[config.mk]
export PLATFORM = sky130hd
export DESIGN_NAME = vcfg_unit
export DESIGN_NICKNAME = d
export VERILOG_FILES = /design/src/rtl/vcfg_pkg.sv /design/src/rtl/vcfg_decode.sv /design/src/rtl/vcfg_avl.sv /design/src/rtl/vcfg_unit.sv
export SDC_FILE = /design/constraint.sdc
export NUM_CORES = 1
export LEC_CHECK = 0
export BUFFER_PORTS_ARGS = -buffer_cell sky130_fd_sc_hd__buf_2
export CAP_MARGIN = 20
export CORE_ASPECT_RATIO = 1.75
export CORE_MARGIN = 3
export CORE_UTILIZATION = 37
export DETAILED_ROUTE_END_ITERATION = 16
export HOLD_SLACK_MARGIN = 0.06
export PLACE_DENSITY_LB_ADDON = 0.3
export SLEW_MARGIN = 0
export SYNTH_ARGS = -nofsm -noshare
export SYNTH_HDL_FRONTEND = slang
export SYNTH_HIERARCHICAL = 1
export SYNTH_SLANG_ARGS = --single-unit
export TNS_END_PERCENT = 20
[constraint.sdc]
create_clock -name clk_i -period 1.21 [get_ports clk_i]
set_input_delay 0.363 -clock clk_i [delete_from_list [all_inputs] [get_ports clk_i]]
set_output_delay 0.363 -clock clk_i [all_outputs]
set_load 0.05 [all_outputs]
[src/rtl/vcfg_pkg.sv]
package vcfg_pkg;

  localparam int unsigned XLEN = 32;

  typedef enum logic [1:0] {
    CFG_VLI    = 2'b00,
    CFG_IVLI   = 2'b01,
    CFG_VL     = 2'b10,
    CFG_VL_ALT = 2'b11
  } cfg_kind_e;

  typedef struct packed {
    logic        ill;
    logic [22:0] rsvd;
    logic        ma;
    logic        ta;
    logic [2:0]  sew;
    logic [2:0]  lmul;
  } vtype_t;

  localparam logic [2:0] LMUL_RSVD = 3'b100;
  localparam vtype_t     VTYPE_ILL = '{ill: 1'b1, default: '0};

endpackage

[src/rtl/vcfg_decode.sv]
module vcfg_decode
  import vcfg_pkg::*;
#(
  parameter int unsigned VLEN = 128,
  parameter int unsigned ELEN = 32,
  parameter int unsigned VL_W = $clog2(VLEN) + 1
) (
  input  vtype_t          req_i,
  output logic            legal_o,
  output logic [VL_W-1:0] vl_max_o
);

  localparam logic [2:0]      SEW_MAX    = 3'($clog2(ELEN / 8));
  localparam logic [VL_W-1:0] E8_PER_REG = VL_W'(VLEN / 8);

  logic            sew_ok, lmul_ok, rsvd_ok;
  logic [VL_W-1:0] per_reg;
  logic [2:0]      frac_sh;

  assign sew_ok  = req_i.sew <= SEW_MAX;
  assign lmul_ok = req_i.lmul != LMUL_RSVD;
  assign rsvd_ok = !req_i.ill && (req_i.rsvd == '0);

  // elements per register = (VLEN/8) >> sew
  assign per_reg = E8_PER_REG >> req_i.sew;
  // codes 5,6,7 -> right shift 3,2,1
  assign frac_sh = 3'd0 - req_i.lmul;

  always_comb begin
    if (req_i.lmul[2]) vl_max_o = per_reg >> frac_sh;
    else               vl_max_o = per_reg << req_i.lmul[1:0];
  end

  assign legal_o = sew_ok && lmul_ok && rsvd_ok && (vl_max_o != '0);

endmodule

[src/rtl/vcfg_avl.sv]
module vcfg_avl
  import vcfg_pkg::*;
#(
  parameter int unsigned VL_W = 8
) (
  input  cfg_kind_e       kind_i,
  input  logic [4:0]      rs1_idx_i,
  input  logic [4:0]      rd_idx_i,
  input  logic [XLEN-1:0] rs1_val_i,
  input  logic [4:0]      uimm_i,
  input  logic            legal_i,
  input  logic [VL_W-1:0] vl_max_i,
  input  logic [VL_W-1:0] vl_cur_i,
  output logic [VL_W-1:0] vl_new_o,
  output logic            keep_o,
  output logic            use_max_o
);

  logic            avl_imm;
  logic [XLEN-1:0] avl, vl_max_ext;
  logic [VL_W-1:0] clamped;

  assign avl_imm    = kind_i == CFG_IVLI;
  assign use_max_o  = !avl_imm && (rs1_idx_i == '0) && (rd_idx_i != '0);
  assign keep_o     = !avl_imm && (rs1_idx_i == '0) && (rd_idx_i == '0);
  assign avl        = avl_imm ? XLEN'(uimm_i) : rs1_val_i;
  assign vl_max_ext = XLEN'(vl_max_i);
  assign clamped    = (avl > vl_max_ext) ? vl_max_i : avl[VL_W-1:0];

  always_comb begin
    if (!legal_i)       vl_new_o = '0;
    else if (keep_o)    vl_new_o = vl_cur_i;
    else if (use_max_o) vl_new_o = vl_max_i;
    else                vl_new_o = clamped;
  end

endmodule

[src/rtl/vcfg_unit.sv]
module vcfg_unit
  import vcfg_pkg::*;
#(
  parameter int unsigned VLEN = 128,
  parameter int unsigned ELEN = 32
) (
  input  logic            clk_i,
  input  logic            rst_ni,
  input  logic            valid_i,
  input  logic [1:0]      kind_i,
  input  logic [4:0]      rs1_idx_i,
  input  logic [4:0]      rd_idx_i,
  input  logic [XLEN-1:0] rs1_val_i,
  input  logic [4:0]      uimm_i,
  input  logic [10:0]     zimm_i,
  input  logic [XLEN-1:0] rs2_val_i,
  output logic            done_o,
  output logic            rd_we_o,
  output logic [XLEN-1:0] rd_wdata_o,
  output logic [XLEN-1:0] vl_o,
  output logic [XLEN-1:0] vtype_o,
  output logic [XLEN-1:0] vlenb_o
);

  localparam int unsigned VL_W = $clog2(VLEN) + 1;

  cfg_kind_e       kind;
  vtype_t          req_vtype;
  logic            cfg_legal, keep, use_max;
  logic [VL_W-1:0] vl_max, vl_new;
  logic [VL_W-1:0] vl_q;
  vtype_t          vtype_q;
  logic            done_q, rd_we_q;

  assign kind = cfg_kind_e'(kind_i);

  always_comb begin
    unique case (kind)
      CFG_VLI:  req_vtype = vtype_t'({21'b0, zimm_i});
      CFG_IVLI: req_vtype = vtype_t'({22'b0, zimm_i[9:0]});
      default:  req_vtype = vtype_t'(rs2_val_i);
    endcase
  end

  vcfg_decode #(.VLEN(VLEN), .ELEN(ELEN), .VL_W(VL_W)) u_decode (
    .req_i   (req_vtype),
    .legal_o (cfg_legal),
    .vl_max_o(vl_max)
  );

  vcfg_avl #(.VL_W(VL_W)) u_avl (
    .kind_i   (kind),
    .rs1_idx_i(rs1_idx_i),
    .rd_idx_i (rd_idx_i),
    .rs1_val_i(rs1_val_i),
    .uimm_i   (uimm_i),
    .legal_i  (cfg_legal),
    .vl_max_i (vl_max),
    .vl_cur_i (vl_q),
    .vl_new_o (vl_new),
    .keep_o   (keep),
    .use_max_o(use_max)
  );

  always_ff @(posedge clk_i or negedge rst_ni) begin
    if (!rst_ni) begin
      vl_q    <= '0;
      vtype_q <= VTYPE_ILL;
      done_q  <= 1'b0;
      rd_we_q <= 1'b0;
    end else begin
      done_q  <= valid_i;
      rd_we_q <= valid_i && (rd_idx_i != '0);
      if (valid_i) begin
        vl_q    <= vl_new;
        vtype_q <= cfg_legal ? req_vtype : VTYPE_ILL;
      end
    end
  end

  assign done_o     = done_q;
  assign rd_we_o    = rd_we_q;
  assign vl_o       = XLEN'(vl_q);
  assign rd_wdata_o = XLEN'(vl_q);
  assign vtype_o    = vtype_q;
  assign vlenb_o    = XLEN'(VLEN / 8);

  a_r3_ill_collapse: assert property (@(posedge clk_i) disable iff (!rst_ni)
    vtype_q.ill |-> (vtype_q[XLEN-2:0] == '0) && (vl_q == '0));

  a_r1_hold: assert property (@(posedge clk_i) disable iff (!rst_ni)
    !valid_i |=> $stable(vl_q) && $stable(vtype_q));

  a_r10_done: assert property (@(posedge clk_i) disable iff (!rst_ni)
    valid_i |=> done_o);

  a_r10_idle: assert property (@(posedge clk_i) disable iff (!rst_ni)
    !valid_i |=> !done_o);

  a_r10_we_in_done: assert property (@(posedge clk_i) disable iff (!rst_ni)
    rd_we_o |-> done_o);

  a_r5_bound: assert property (@(posedge clk_i) disable iff (!rst_ni)
    (valid_i && cfg_legal && !keep) |=> (vl_q <= $past(vl_max)));

  a_r6_max: assert property (@(posedge clk_i) disable iff (!rst_ni)
    (valid_i && cfg_legal && use_max) |=> (vl_q == $past(vl_max)));

  a_r7_keep: assert property (@(posedge clk_i) disable iff (!rst_ni)
    (valid_i && cfg_legal && keep) |=> $stable(vl_q));

endmodule

==> flow_summary.json <==
{
  "rsz0062_at_grt": "yes",
  "start_kind": "primary input",
  "critPathCapture": "vl_q[1]",
  "p_int_mw": 3.18,
  "drive_gt1_share_pct": 47.7,
  "netlist_area_um2": 3780,
  "synth_warnings": 6,
  "cts_made_buffers": 5,
  "finClkSkew_ns": 0,
  "row_count": 48,
  "grtUsageTotal_pct": 20.8,
  "hp-class": "in2reg",
  "report.final.slew_viol_count": 0,
  "nFillCells": 896,
  "ios": 225,
  "reg2reg_slack_ns": 0.04,
  "wl_um": 12000,
  "violations": "negative setup slack",
  "via_count": 3721,
  "setup_violations": 69,
  "drt_iter0_markers": 123,
  "synth_area_per_cell_um2": 8.53,
  "drc_errors": 0,
  "dp_hpwl_um": 9160,
  "wl_per_cell_um": 15.5,
  "p_comb_share_pct": 34.3,
  "final_core_util_pct": 57.6,
  "r2r_start": "vl_q[4]",
  "status": "finished, violations left",
  "cts_tree": "done",
  "synthCells": 443,
  "path_class": "in2reg",
  "grt_max_degree": 27,
  "gp_congestion": 0.838,
  "switching_share_pct": 34.8,
  "grt_pass1_wl_um": 18600,
  "htreeDepth": 2,
  "power_frac_clock_pct": 36.8,
  "power.leakage_nw": 2.95,
  "reg2reg_to": "vl_q[4]",
  "port_buffers": 144,
  "ant_nets": 0,
  "p_per_area_nw_per_um2": 853,
  "hold_viol": 0,
  "fp.dieArea_um2": 11500,
  "core-area_um2": 9910,
  "fin_ws_ns": -2.19,
  "clock_sinks": 42,
  "whs_path_depth": 2,
  "nNetsFinal": 752,
  "ir_drop_mv": 0.526,
  "antenna_found_initial": 0,
  "worst_setup_path_end_kind": "flip-flop",
  "clk_pin_slew_worst_paths_ns": 0.06,
  "cp.arrival_ns": 3.58,
  "post_drt_via_cell_ratio": 4.81,
  "dpl.cell_count": 749,
  "p_seq_share_pct": 28.9,
  "cts.root.buffer_cell": "clkbuf_16",
  "p_switching_mw": 1.69,
  "grt_pass1_vias": 3838,
  "start_util_pct": 38.1,
  "maxCapViolations": 0,
  "antenna_cells": 0,
  "cp_max_fo": 6,
  "clk_latency_ns": 0.29,
  "fin_crit_sh_pct": 281,
  "area_delta_synth_final_pct": 51.1,
  "die_h_um": 140,
  "die_width_um": 82.4,
  "fin_cells": 773,
  "r2r_cells": 4,
  "cp-startpoint": "kind_i[1]",
  "crit_required_ns": 1.38,
  "fin_crit_ns": 3.40,
  "dr.pass1.iters": 4,
  "clock_path_buffers": 2,
  "fmax_ghz": 0.294,
  "overflow": 0,
  "total_power_mw": 4.87
}
-- power groups by stage --
| stage | Sequential (mW) | Clock (mW) | Combinational, mW |
|---|---|---|---|
| 4_1_cts | 1.41 | 1.83 | 1.63 |
| 5_1_grt | 1.41 | 1.89 | 1.79 |
| 3_3_place_gp | 1.43 | 0 | 1.56 |
| 3_5_place_dp | 1.43 | 0 | 1.57 |
| 2_1_floorplan | 1.45 | 0 | 1.26 |
| 6_report | 1.41 | 1.79 | 1.67 |
-- placed cells by master, fill, tap and decap left out, types with 6 or more instances in the layout --
cell type	instances
a21oi_1	7
a31o_2	10
buf_12	6
buf_2	93
buf_4	71
buf_6	55
conb_1	80
dfrtp_1	36
ha_1	6
inv_1	54
mux2_2	8
mux2_4	10
mux2i_1	6
nand2_1	29
nand3_1	8
nor2_1	8
nor2b_1	11
nor4_1	6
o21ai_0	8
o22ai_1	11
o22ai_2	10
or4_1	6
-- layer usage --
layer / global-route usage, % / routed length, um / vias to the layer above
met1: 20.5 / 3970 / 1748
li1: - / - / 1771
met2: 40.4 / 6920 / 174
met5: 0 / 0 / -
met3: 3.11 / 747 / 28
met4: 8.76 / 329 / 0
-- timing repair --
action,CTS,global route
hold buffers,1,0
endpoints found under the hold margin,7,0
setup buffers,8,5
resized for setup,135,16
pin swaps,6,10
endpoints found under the setup margin,90,89
gates cloned,3,0
-- critical path, stage by stage --
cell and delay [ns]:
buf_12 0.11, mux2_4 0.33, inv_4 0.06, ha_4 0.13, ha_4 0.20, and3b_2 0.22
buf_6 0.13, a311o_2 0.41, buf_4 0.15, buf_6 0.10, o41a_1 0.53, buf_4 0.19
nand4_1 0.19, o221ai_1 0.17, mux2_4 0.27
-- final cells by class --
type / count / area (um^2) / share of cell area (%)
inverter: 57 / 216 / 3.79
tap: 125 / 156 / 2.74
multi-input combinational: 310 / 2220 / 38.9
clock buffer: 5 / 125 / 2.19
clock inverter: 3 / 68.8 / 1.21
timing repair buffer: 231 / 1860 / 32.6
sequential: 42 / 1060 / 18.5
-- registers in the layout, indices dropped and copies added (netlist names) --
name and flops:
vtype_o 32, rd_we_o 1, vl_q 8, done_o 1
-- worst min-delay path by stage --
| stage | from | endpoint | slack (ns) |
|---|---|---|---|
| after detailed placement | rst_ni | vtype_o[1] | 0.27 |
| after global placement | rst_ni | vtype_o[1] | 0.27 |
| after floorplan | rst_ni | done_o | 0.07 |
| after CTS | rd_idx_i[1] | rd_we_o | 0.29 |
| after global routing | rd_idx_i[1] | rd_we_o | 0.33 |
| final | rd_idx_i[1] | rd_we_o | 0.30 |
-- through the flow --
stage / hold WS [ns] / TNS, ns / instance area, um^2 / worst slack (ns)
final: 0.303 / -83.26 / 5710 / -2.19
after global routing: 0.328 / -86.40 / 5710 / -2.25
after CTS: 0.293 / -76.43 / 5600 / -2.12
after detailed placement: 0.267 / -94.22 / 4790 / -2.70
after global placement: 0.270 / -92.23 / 4790 / -2.63
after floorplan: 0.0674 / -81.00 / 4160 / -2.62
No activity file was read; power rests on OpenSTA's default activity.
